$ cat src/rtl/cflush_pkg.sv
package cflush_pkg;

    typedef enum logic [1:0] {
        S_IDLE    = 2'd0,
        S_FLUSH   = 2'd1,
        S_RESTART = 2'd2
    } fsm_e;

endpackage

$ cat src/rtl/cflush_pick.sv
// Oldest-fault selector: returns the highest set index of the request vector.
module cflush_pick #(
    parameter int N  = 4,
    localparam int IW = (N > 1) ? $clog2(N) : 1
) (
    input  logic [N-1:0]  req_i,
    output logic          any_o,
    output logic [IW-1:0] idx_o
);
    always_comb begin
        idx_o = '0;
        for (int i = 0; i < N; i++) begin
            if (req_i[i]) idx_o = IW'(i);
        end
    end

    assign any_o = |req_i;
endmodule

$ cat src/rtl/cflush_pcsel.sv
// Picks the PC of one stage out of the flattened per-stage PC bus.
module cflush_pcsel #(
    parameter int N   = 4,
    parameter int W   = 32,
    localparam int IW = (N > 1) ? $clog2(N) : 1
) (
    input  logic [N*W-1:0] pcs_i,
    input  logic [IW-1:0]  sel_i,
    output logic [W-1:0]   pc_o
);
    logic [W-1:0] lane [N];

    for (genvar g = 0; g < N; g++) begin : g_lane
        assign lane[g] = pcs_i[g*W +: W];
    end

    always_comb begin
        pc_o = lane[0];
        for (int i = 0; i < N; i++) begin
            if (sel_i == IW'(i)) pc_o = lane[i];
        end
    end
endmodule

$ cat src/rtl/cflush_ctrl.sv
module cflush_ctrl
    import cflush_pkg::*;
#(
    parameter int NSTG = 4,
    parameter int PCW  = 32
) (
    input  logic              clk,
    input  logic              rst_n,
    input  logic [NSTG-1:0]   err_i,
    input  logic [NSTG*PCW-1:0] stage_pc_i,
    output logic [NSTG-1:0]   bubble_o,
    output logic [NSTG-1:0]   flush_o,
    output logic              fetch_hold_o,
    output logic              restart_o,
    output logic [PCW-1:0]    restart_pc_o
);
    localparam int IW = (NSTG > 1) ? $clog2(NSTG) : 1;

    fsm_e            state_q, state_d;
    logic [IW-1:0]   pos_q, pos_d;
    logic [PCW-1:0]  rpc_q, rpc_d;
    logic [NSTG-1:0] bub_q;

    logic            any_err;
    logic [IW-1:0]   old_idx;
    logic [PCW-1:0]  old_pc;

    cflush_pick #(.N(NSTG)) u_pick (
        .req_i (err_i),
        .any_o (any_err),
        .idx_o (old_idx)
    );

    cflush_pcsel #(.N(NSTG), .W(PCW)) u_pcsel (
        .pcs_i (stage_pc_i),
        .sel_i (old_idx),
        .pc_o  (old_pc)
    );

    // Next-state and capture logic
    always_comb begin
        state_d = state_q;
        pos_d   = pos_q;
        rpc_d   = rpc_q;
        unique case (state_q)
            S_IDLE, S_RESTART: begin
                if (any_err) begin           // capture
                    state_d = S_FLUSH;
                    pos_d   = old_idx;
                    rpc_d   = old_pc;
                end else begin               // resume
                    state_d = S_IDLE;
                end
            end
            S_FLUSH: begin
                if (any_err && (old_idx > pos_q)) begin  // merge
                    pos_d = old_idx;
                    rpc_d = old_pc;
                end else if (pos_q == '0) begin          // reach_pc
                    state_d = S_RESTART;
                end else begin                           // step
                    pos_d = pos_q - IW'(1);
                end
            end
            default: state_d = S_IDLE;
        endcase
    end

    // State register
    always_ff @(posedge clk) begin
        if (!rst_n) begin
            state_q <= S_IDLE;
            pos_q   <= '0;
            rpc_q   <= '0;
            bub_q   <= '0;
        end else begin
            state_q <= state_d;
            pos_q   <= pos_d;
            rpc_q   <= rpc_d;
            bub_q   <= err_i;
        end
    end

    // Outputs
    always_comb begin
        flush_o      = '0;
        fetch_hold_o = 1'b0;
        restart_o    = 1'b0;
        unique case (state_q)
            S_IDLE:    ;
            S_FLUSH: begin
                flush_o      = NSTG'(1) << pos_q;
                fetch_hold_o = 1'b1;
            end
            S_RESTART: restart_o = 1'b1;
            default:   ;
        endcase
    end

    assign bubble_o     = bub_q;
    assign restart_pc_o = rpc_q;
endmodule

$ cat config.mk
export PLATFORM = sky130hd
export DESIGN_NAME = cflush_ctrl
export DESIGN_NICKNAME = d
export VERILOG_FILES = /design/src/rtl/cflush_pkg.sv /design/src/rtl/cflush_pick.sv /design/src/rtl/cflush_pcsel.sv /design/src/rtl/cflush_ctrl.sv
export SDC_FILE = /design/constraint.sdc
export NUM_CORES = 1
export LEC_CHECK = 0
export BUFFER_PORTS_ARGS = -buffer_cell sky130_fd_sc_hd__buf_2
export CAP_MARGIN = 0
export CORE_ASPECT_RATIO = 2
export CORE_MARGIN = 10
export CORE_UTILIZATION = 46
export CTS_CLUSTER_DIAMETER = 60
export DETAILED_ROUTE_END_ITERATION = 8
export GPL_TIMING_DRIVEN = 0
export HOLD_SLACK_MARGIN = 0.06
export PLACE_DENSITY_LB_ADDON = 0.05
export SYNTH_ARGS = -nofsm -noshare
export SYNTH_HDL_FRONTEND = slang
export SYNTH_HIERARCHICAL = 1
export SYNTH_SLANG_ARGS = --single-unit
$ cat constraint.sdc
create_clock -name clk -period 6.3 [get_ports clk]
set_input_delay 1.575 -clock clk [delete_from_list [all_inputs] [get_ports clk]]
set_output_delay 1.575 -clock clk [all_outputs]
set_load 0.01 [all_outputs]
==> results of run 1 <==
-- through the flow --
step	instances	util, %	hold slack (ns)	power (uW)	setup WS, ns
3_3_place_gp	475	64.3	0.448	720	2.80
4_1_cts	483	66.9	0.465	990	3.05
6_report	483	66.9	0.465	980	3.06
3_5_place_dp	475	64.3	0.458	730	2.76
5_1_grt	483	66.9	0.480	1040	2.94
2_1_floorplan	239	-	0.488	594	3.25
-- Yosys cell counts, types with 2 or more instances --
cell type and number:
dfxtp_1 40, nand3_1 33, mux4_2 30, o21ai_2 29
a21oi_2 20, a21oi_1 12, buf_2 12, and2_1 8
ha_1 6, clkbuf_1 5, inv_1 5, o21ai_0 5
buf_6 4, buf_12 3, mux4_1 2, nand2b_1 2
nor2_1 2, nor2b_1 2, nor3_1 2
-- power by group --
group | switching, uW | total [uW] | internal, uW
registers | 19.8 | 310 | 290
logic | 225 | 411 | 186
clock network | 101 | 259 | 158
-- path summary, 6_finish.rpt --
check / slack [ns] / endpoint / startpoint
max: 3.06 / restart_pc_o[12] / err_i[3]
min: 0.46 / restart_pc_o[28] / restart_pc_o[28]
max reg2reg: 4.43 / restart_pc_o[12] / pos_q[1]
min reg2reg: 0.46 / restart_pc_o[28] / restart_pc_o[28]
-- tightest hold or removal path, delay by kind of cell (launching register included) --
family             cells  cell delay [ns]
DFF                    1             0.31
and+or+nand+nor        1             0.06
AOI/OAI and AO/OA      1             0.05
-- routing by layer --
metal / up-vias / wire length [um] / global-route usage, %
met4: 0 / 181 / 7.14
met3: 12 / 821 / 6.24
li1: 1275 / - / -
met1: 1280 / 3030 / 18.4
met2: 118 / 5200 / 34.1
met5: - / 0 / 0
-- logic make-up after synthesis --
| logic type | synth area share, % |
|---|---|
| AND/OR/NAND/NOR | 11.2 |
| buffers and inverters | 7.77 |
| adder cells (fa/ha/maj) | 2.76 |
| AO/OA/AOI/OAI | 21.7 |
| multiplexers | 27.1 |
| flip-flops | 29.4 |
-- flip-flops by register name, indices dropped and copies added, names as in the netlist --
name          count
pos_q             2
restart_pc_o     32
state_q           2
bubble_o          4
-- cell type report --
type | count | area share, %
multi-input combinational | 168 | 44.7
timing repair buffer | 175 | 22.9
sequential | 40 | 21.0
buffer | 25 | 4.95
clock buffer | 8 | 3.83
tap | 61 | 2.00
inverter | 6 | 0.590
==> results.md, run 1 <==
* Status: finished, final reports clean
* FMAX at 0.309 GHz
* Max FO, Critical Path at 10
* Initial antenna violation count at 0
* IO buf count at 175
* Slew Limit Headroom at 52.4%
* Syn Std Cell Area at 2720 um2
* Post-cts gate resize count at 0
* Layout Nets at 561
* Register area at 801 um2
* Max Slew Vio Count at 0
* Most used cell, CP: buf_2
* Fin Setup TNS at 0 ns
* Floorplan row count at 39
* Syn Area/Cell at 11.4 um2
* Fin. Hold Viols at 0
* Die H at 129 um
* Area Growth Syn to Fin at 40.4%
* TritonCTS Sinks at 40
* Vias per inst at 5.56
* Core area at 5710 um2
* Io pins at 176
* Die width at 74.4 um
* Worst path bufs/invs at 3
* Tcrit/Tclk final at 51.4%
* Net Count, Synth at 379
* Dpl cell area at 3670 um2
* Post-route DRC at 0
* Leakage at 0.00176 uW
* Crit path capture type: register
* Avg WL per Cell at 19.1 um
* Synth area leader: dfxtp_1
* Cell family with most CP delay: simple AND/OR/NAND/NOR gates
* Cell count after synthesis at 239
* Post-DP HPWL at 7760 um
* Synth warnings at 6
* CTS Buf Count at 5
* Cell area power density at 257 nW/um2
* CP Depth at 8
* First-pass GRT wire length at 14300 um
* Tot GR Track Use at 18.7%
* Most common cell after layout, fill and taps aside: buf_2
* Top_reg_cell synth: dfxtp_1
* Post-layout min period at 3.24 ns
* Max clock buf depth at 2
* Worst Setup Start Kind: input port
* VDD IR-drop max at 0.000264 V
* CTS tree: built
* Slowest cell on the critical path: or3_1
* Ys async rst share at 0%
* Count of different cell masters after synthesis at 36
* Area of the multi-input gates at 1710 um2
* Hold Crit Depth at 2
* Setup bufs post-CTS at 0
* Synth Register Bits at 40
* Slowest stage delay, CP at 0.43 ns
* Number of hold buffers added after CTS at 0
* Post-DRT Antenna Nets at 0
* R2R cell count at 7
* Sequential area share after synthesis at 29.4%
* Critical path type: in2reg
* Inserted Diodes at 0
* Gr ovfl total at 0
* Most frequent cells in the layout: 187 x buf_2, 40 x dfxtp_1, 33 x nand3_1
* FILL cells at 495
* Clock-pin slew on the worst setup and hold paths at 0.06 ns
* MaxCap Viol Count at 0
* RSZ-0062 raised after global routing: false
* Worst Hold Class: reg2reg
* Post-synth top area share at 29.4%
* Die Footprint at 9580 um2
* Root Buffer: clkbuf_16
* Data arrival, critical path at 3.45 ns
* Violation count after the first detailed-route iteration at 92
* Vias in the first global route at 2933
* H-tree depth at 2
* Clk Latency, worst-skew pair at 0.29 ns
* Largest net degree at the start of global routing at 12
* RD Place Congestion at 0.804
* CP required at 6.51 ns
* Initial Util at 47.6%
* Top cells by area, synth: dfxtp_1 29%, mux4_2 25%, o21ai_2 9.3%, a21oi_2 6.4%, nand3_1 6.1%
* Final Skew at 0.00511 ns
* EDFF count, synth at 0
* Vias at 2685
* CP cell instances: buf_2, or2_1, or3_1, nand2b_1, buf_2, clkbuf_1, nand3_1, a21oi_2
* Post-Route WL at 9230 um
* DRT Pass-1 Iters at 4
* Finished Cell Area at 3820 um2
* Final setup viols at 0
* Worst slew pin tran at 0.714 ns
* Share of post-route cells with drive strength above 1 at 67.3%
Power figures use the tool's default switching activity.
==> run 2: changes to the inputs <==
--- a/config.mk
+++ b/config.mk
@@ -5,11 +5,12 @@
 export SDC_FILE = /design/constraint.sdc
 export NUM_CORES = 1
 export LEC_CHECK = 0
+export ABC_AREA = 1
 export BUFFER_PORTS_ARGS = -buffer_cell sky130_fd_sc_hd__buf_2
 export CAP_MARGIN = 0
 export CORE_ASPECT_RATIO = 2
 export CORE_MARGIN = 10
-export CORE_UTILIZATION = 46
+export CORE_UTILIZATION = 44
 export CTS_CLUSTER_DIAMETER = 60
 export DETAILED_ROUTE_END_ITERATION = 8
 export GPL_TIMING_DRIVEN = 0
==> constraint.sdc (replaced) <==
create_clock -name clk -period 2.98 [get_ports clk]
set_input_delay 0.745 -clock clk [delete_from_list [all_inputs] [get_ports clk]]
set_output_delay 0.745 -clock clk [all_outputs]
set_load 0.01 [all_outputs]
==> results.md, run 2 <==
* Min-Delay Endpoint: restart_pc_o[24] (was restart_pc_o[28])
* Status: finished, final reports clean (unchanged)
* Clock-pin slew on the worst setup and hold paths at 0.05 ns (was 0.06 ns)
* Post-layout min period at 2.20 ns
* Most frequent cells in the layout: 186 x buf_2, 180 x nand2_1, 82 x inv_1 (was 187 x buf_2, 40 x dfxtp_1, 33 x nand3_1)
* DRT Pass-1 Iters at 5 (was 4)
* Source of the worst hold timing path: restart_pc_o[24] (was restart_pc_o[28])
* Share of post-route cells with drive strength above 1 at 32.4% (was 67.3%)
* Top cells by area, synth: dfxtp_1 27%, nand2_1 23%, nand3_1 10%, inv_1 10%, nor2_1 7.9% (was dfxtp_1 29%, mux4_2 25%, o21ai_2 9.3%, a21oi_2 6.4%, nand3_1 6.1%)
* Gr ovfl total at 0 (unchanged)
* Tcrit/Tclk final at 73.9%
* Die Footprint at 10700 um2 (was 9580 um2)
* Post-cts gate resize count at 0 (unchanged)
* RD Place Congestion at 0.863 (was 0.804)
* Worst r2r src: pos_q[1] (unchanged)
* Vias per inst at 4.48 (was 5.56)
* Clk Latency, worst-skew pair at 0.28 ns (was 0.29 ns)
* EDFF count, synth at 0 (unchanged)
* Net Count, Synth at 668 (was 379)
* Io pins at 176 (unchanged)
* Hold Crit Depth at 2 (unchanged)
* Ys async rst share at 0% (unchanged)
* Area Growth Syn to Fin at 37.9% (was 40.4%)
* Fin Setup TNS at 0 ns (unchanged)
* Cell count after synthesis at 528 (was 239)
* Layout Nets at 849 (was 561)
* Top Usage Layer GRT: met2 (unchanged)
* Critical path type: in2reg (unchanged)
* Violation count after the first detailed-route iteration at 129 (was 92)
* Post-Route WL at 9930 um (was 9230 um)
* Placed insts at 790 (was 475)
* Final setup viols at 0 (unchanged)
* Max Slew Vio Count at 0 (unchanged)
* Synth warnings at 6 (unchanged)
* Worst slew pin tran at 0.459 ns (was 0.714 ns)
* Reg2Reg Setup Slack at 1.26 ns (was 4.43 ns)
* Synth area leader: dfxtp_1 (unchanged)
* Initial antenna violation count at 0 (unchanged)
* Most common cell after layout, fill and taps aside: buf_2 (unchanged)
* RR Endpoint: restart_pc_o[31] (was restart_pc_o[12])
* Final Worst Setup Slack at 0.778 ns (was 3.06 ns)
* Avg WL per Cell at 12.4 um (was 19.1 um)
* Max FO, Critical Path at 10 (unchanged)
* First-pass GRT wire length at 16500 um (was 14300 um)
* Vias in the first global route at 3736 (was 2933)
* Synth Register Bits at 40 (unchanged)
* FMAX at 0.454 GHz
* Post-route DRC at 0 (unchanged)
* Top_reg_cell synth: dfxtp_1 (unchanged)
* VDD IR-drop max at 0.000253 V (was 0.000264 V)
* Sequential area share after synthesis at 26.9% (was 29.4%)
* Post-synth top area share at 26.9% (was 29.4%)
* Vias at 3572 (was 2685)
* Post-DP HPWL at 8490 um (was 7760 um)
* Max clock buf depth at 2 (unchanged)
* Floorplan row count at 42 (was 39)
* H-tree depth at 2 (unchanged)
* Synth top cells by count: 180 x nand2_1, 82 x inv_1, 63 x nor2_1 (was 40 x dfxtp_1, 33 x nand3_1, 30 x mux4_2)
* Die H at 136 um (was 129 um)
* Worst Setup Start Kind: input port (unchanged)
* Cell area power density at 488 nW/um2 (was 257 nW/um2)
* Syn Std Cell Area at 2980 um2 (was 2720 um2)
* Count of different cell masters after synthesis at 24 (was 36)
* IO buf count at 174 (was 175)
* Setup Slack @ Placement at 0.461 ns (was 2.76 ns)
* Tot GR Track Use at 18.4% (was 18.7%)
* CP required at 3.15 ns (was 6.51 ns)
* Fin. Hold Viols at 0 (unchanged)
* CTS Buf Count at 5 (unchanged)
* Syn Area/Cell at 5.64 um2 (was 11.4 um2)
* Data arrival, critical path at 2.37 ns (was 3.45 ns)
* Root Buffer: clkbuf_16 (unchanged)
* Non-Filler Instances at 798 (was 483)
* Inserted Diodes at 0 (unchanged)
* M3 GR Usage at 6.08% (was 6.24%)
* TritonCTS Sinks at 40 (unchanged)
* Number of hold buffers added after CTS at 0 (unchanged)
* Post-DRT Antenna Nets at 0 (unchanged)
* RSZ-0062 raised after global routing: false (unchanged)
* GR Util met1 at 18.8% (was 18.4%)
* Largest net degree at the start of global routing at 12 (unchanged)
* Final Skew at 0.00183 ns (was 0.00511 ns)
* Setup bufs post-CTS at 0 (unchanged)
* Initial Util at 45.0% (was 47.6%)
* CTS tree: built (unchanged)
* Most frequent cell after synthesis: nand2_1 (was dfxtp_1)
* Crit path capture type: register (unchanged)
* Core area at 6620 um2 (was 5710 um2)
* Max FFs per register at 32 (unchanged)
* Grt met2 use at 32.6% (was 34.1%)
* Die width at 78.2 um (was 74.4 um)
* Worst Hold Class: reg2reg (unchanged)
* R2R cell count at 9 (was 7)
* MaxCap Viol Count at 0 (unchanged)
* Leakage at 0.00261 uW (was 0.00176 uW)
* Slew Limit Headroom at 69.4% (was 52.4%)
## run 2: layout make-up
class | instances | area [um2]
fillers | 724 | 2520
multi-input cells | 371 | 1650
repair buffers | 174 | 871
flip-flops and latches | 40 | 801
inverters | 88 | 333
plain buffers | 29 | 191
clock buffers | 8 | 146
well taps | 88 | 110
## run 2: where the power goes
group	leakage, uW	switching [uW]	internal, uW
sequential	0.000333	46.2	631
clock	0.0000712	191	333
combinational	0.00221	467	335
total	0.00261	704	1300
## run 2: worst max-delay path by stage
stage	from	to	slack [ns]	cells after the start
global placement	err_i[2]	restart_pc_o[31]	0.51	13
global route	err_i[2]	restart_pc_o[11]	0.55	13
finish	err_i[2]	restart_pc_o[31]	0.78	13
detailed placement	err_i[2]	restart_pc_o[31]	0.46	13
CTS	err_i[2]	restart_pc_o[31]	0.75	13
floorplan	err_i[2]	restart_pc_o[0]	0.83	12
## run 2: critical path, stage by stage
cell     delay (ns)
buf_2          0.12
inv_1          0.05
nand2_1        0.04
nand2_1        0.23
inv_1          0.08
ha_1           0.29
a21oi_2        0.20
nand3_4        0.11
nand2_4        0.14
inv_4          0.07
buf_6          0.14
nor2_1         0.10
nor2_1         0.06
## run 2: metal layers
layer | share of wire (%) | vias to the layer above
li1 | - | 1944
met1 | 38 | 1471
met2 | 50 | 138
met3 | 8.7 | 19
met4 | 2.9 | 0
met5 | 0 | -
## run 2: through the flow
stage	util, %	hold slack [ns]	area (um2)	total power [uW]
after global routing	62.0	0.519	4110	2170
after global placement	59.8	0.470	3960	1480
final	62.0	0.485	4110	2000
after floorplan	-	0.528	2980	1200
after CTS	62.0	0.492	4110	2030
after detailed placement	59.8	0.476	3960	1500
## run 2: cell families after synthesis
logic type               synth area share (%)
buffers and inverters                    17.6
AND/OR/NAND/NOR                          46.8
flip-flops                               26.9
adder cells (fa/ha/maj)                  2.52
AO/OA/AOI/OAI                            6.18
==> run 3: changes to the inputs <==
--- a/config.mk
+++ b/config.mk
@@ -5,12 +5,12 @@
 export SDC_FILE = /design/constraint.sdc
 export NUM_CORES = 1
 export LEC_CHECK = 0
-export ABC_AREA = 1
+export ABC_AREA = 0
 export BUFFER_PORTS_ARGS = -buffer_cell sky130_fd_sc_hd__buf_2
 export CAP_MARGIN = 0
 export CORE_ASPECT_RATIO = 2
 export CORE_MARGIN = 10
-export CORE_UTILIZATION = 44
+export CORE_UTILIZATION = 43
 export CTS_CLUSTER_DIAMETER = 60
 export DETAILED_ROUTE_END_ITERATION = 8
 export GPL_TIMING_DRIVEN = 0
==> constraint.sdc (replaced) <==
create_clock -name clk -period 2.28 [get_ports clk]
set_input_delay 0.57 -clock clk [delete_from_list [all_inputs] [get_ports clk]]
set_output_delay 0.57 -clock clk [all_outputs]
set_load 0.01 [all_outputs]
==> results.md, run 3 (synthesized netlist as in run 1, its figures left out) <==
* Violation count after the first detailed-route iteration at 133 (was 129)
* Worst Hold Class: reg2reg (unchanged)
* Non-Filler Instances at 507 (was 798)
* Core area at 6260 um2 (was 6620 um2)
* First-pass GRT wire length at 14600 um (was 16500 um)
* Io pins at 176 (unchanged)
* Share of post-route cells with drive strength above 1 at 68.2% (was 32.4%)
* Status: finished, final reports clean (unchanged)
* FILL cells at 590 (was 724)
* Worst slew pin tran at 0.733 ns (was 0.459 ns)
* Worst r2r src: pos_q[1] (unchanged)
* Max FFs per register at 32 (unchanged)
* Final Skew at 0.00335 ns (was 0.00183 ns)
* Clk Latency, worst-skew pair at 0.28 ns (about the same)
* Die width at 76.2 um (was 78.2 um)
* Most frequent cells in the layout: 186 x buf_2, 40 x dfxtp_1, 33 x nand3_1 (was 186 x buf_2, 180 x nand2_1, 82 x inv_1)
* Layout Nets at 561 (was 849)
* Min-Delay Endpoint: restart_pc_o[21] (was restart_pc_o[24])
* Post-Route WL at 9080 um (was 9930 um)
* Initial Util at 43.5% (was 45.0%)
* MaxCap Viol Count at 0 (unchanged)
* Max clock buf depth at 2 (unchanged)
* Post-DP HPWL at 7650 um (was 8490 um)
* Placed insts at 500 (was 790)
* Fin. Hold Viols at 0 (unchanged)
* Post-route DRC at 0 (unchanged)
* Most common cell after layout, fill and taps aside: buf_2 (unchanged)
* Tot GR Track Use at 17.5% (was 18.4%)
* Root Buffer: clkbuf_16 (unchanged)
* RSZ-0062 raised after global routing: false (unchanged)
* Die H at 132 um (was 136 um)
* Largest net degree at the start of global routing at 12 (unchanged)
* Slew Limit Headroom at 51.1% (was 69.4%)
* Dpl cell area at 3700 um2 (was 3960 um2)
* TritonCTS Sinks at 40 (unchanged)
* Reg2Reg Setup Slack at 0.43 ns (was 1.26 ns)
* CTS tree: built (unchanged)
* Worst Setup Start Kind: input port (unchanged)
* Finished Cell Area at 3860 um2 (was 4110 um2)
* R2R cell count at 7 (was 9)
* H-tree depth at 2 (unchanged)
* Gr ovfl total at 0 (unchanged)
* Vias per inst at 5.25 (was 4.48)
* Post-DRT Antenna Nets at 0 (unchanged)
* Area Growth Syn to Fin at 42.0% (was 37.9%)
* Final hold slack at 0.459 ns (was 0.485 ns)
* Total Power at 2730 uW (was 2000 uW)
* Tcrit/Tclk final at 93.6%
* CTS Buf Count at 5 (unchanged)
* Final setup viols at 0 (unchanged)
* Post-layout min period at 2.13 ns
* Avg WL per Cell at 17.9 um (was 12.4 um)
* Hold Crit Depth at 2 (unchanged)
* Vias at 2660 (was 3572)
* Leakage at 0.00178 uW (was 0.00261 uW)
* Floorplan row count at 41 (was 42)
* RD Place Congestion at 0.804 (was 0.863)
* Setup bufs post-CTS at 0 (unchanged)
* Vias in the first global route at 3020 (was 3736)
* Critical path type: in2reg (unchanged)
* Initial antenna violation count at 0 (unchanged)
* RR Endpoint: restart_pc_o[16] (was restart_pc_o[31])
* Crit path capture type: register (unchanged)
* Max Slew Vio Count at 0 (unchanged)
* Data arrival, critical path at 2.35 ns (was 2.37 ns)
* VDD IR-drop max at 0.000408 V (was 0.000253 V)
* Inserted Diodes at 0 (unchanged)
* IO buf count at 175 (was 174)
* Cell area power density at 706 nW/um2 (was 488 nW/um2)
* Die Footprint at 10100 um2 (was 10700 um2)
* FMAX at 0.469 GHz
* Clock-pin slew on the worst setup and hold paths at 0.06 ns (was 0.05 ns)
* Source of the worst hold timing path: restart_pc_o[21] (was restart_pc_o[24])
* CP required at 2.49 ns (was 3.15 ns)
* DRT Pass-1 Iters at 4 (was 5)
* Max FO, Critical Path at 10 (unchanged)
==> run 3: cell count changes in the layout (fill, tap and decap cells not counted), sizes merged, moves of 3 or more <==
cell and change:
mux4 +32, nand3 -30, nor2b +3, buf -4, nor2 -76, and2 +8
inv -83, nand2 -183, a21oi +31
==> run 3: what timing repair did <==
item,4_1_cts,5_1_grt
resized for setup,0,5
setup endpoints to repair,0,21
hold buffers,0,0
==> run 3: worst max-delay path, stage by stage <==
cell,delay (ns)
buf_2,0.11
or2_1,0.36
ha_1,0.37
nor2b_4,0.15
o211ai_2,0.26
buf_2,0.28
nand3_1,0.12
a21oi_2,0.13
==> run 3: area by class of cell <==
class	instances	area, um2	area share (%)
multi-input cells	168	1710	44.2
repair buffers	175	876	22.7
flip-flops and latches	40	801	20.7
plain buffers	25	194	5.02
clock buffers	7	153	3.95
well taps	86	108	2.79
inverters	6	22.5	0.583
==> run 3: through the flow <==
| step | setup TNS [ns] | util (%) | setup slack, ns |
|---|---|---|---|
| after CTS | 0 | 61.6 | 0.0333 |
| final | 0 | 61.7 | 0.146 |
| after global placement | -5.69 | 59.2 | -0.229 |
| after detailed placement | -6.16 | 59.2 | -0.256 |
| after floorplan | 0 | - | 0.231 |
| after global routing | 0 | 61.7 | 0.00749 |
==> run 3: power breakdown <==
group | switching (uW) | internal, uW | total [uW]
registers | 51.7 | 801 | 853
clock network | 273 | 459 | 732
logic | 622 | 519 | 1140
total | 947 | 1780 | 2730
==> run 3: worst max path at each step <==
stage / startpoint / endpoint
after floorplan: err_i[3] / state_q[0]
after global placement: err_i[3] / restart_pc_o[18]
after detailed placement: err_i[3] / restart_pc_o[16]
after CTS: err_i[3] / restart_pc_o[16]
after global routing: err_i[3] / restart_pc_o[10]
final: err_i[3] / restart_pc_o[16]
==> run 3: layer usage <==
| layer | vias up | global-route usage (%) | part of all wire (%) |
|---|---|---|---|
| met2 | 115 | 32.4 | 54 |
| met5 | - | 0 | 0 |
| met1 | 1257 | 18.0 | 37 |
| li1 | 1278 | - | - |
| met4 | 0 | 4.99 | 1.4 |
| met3 | 10 | 5.90 | 7.3 |
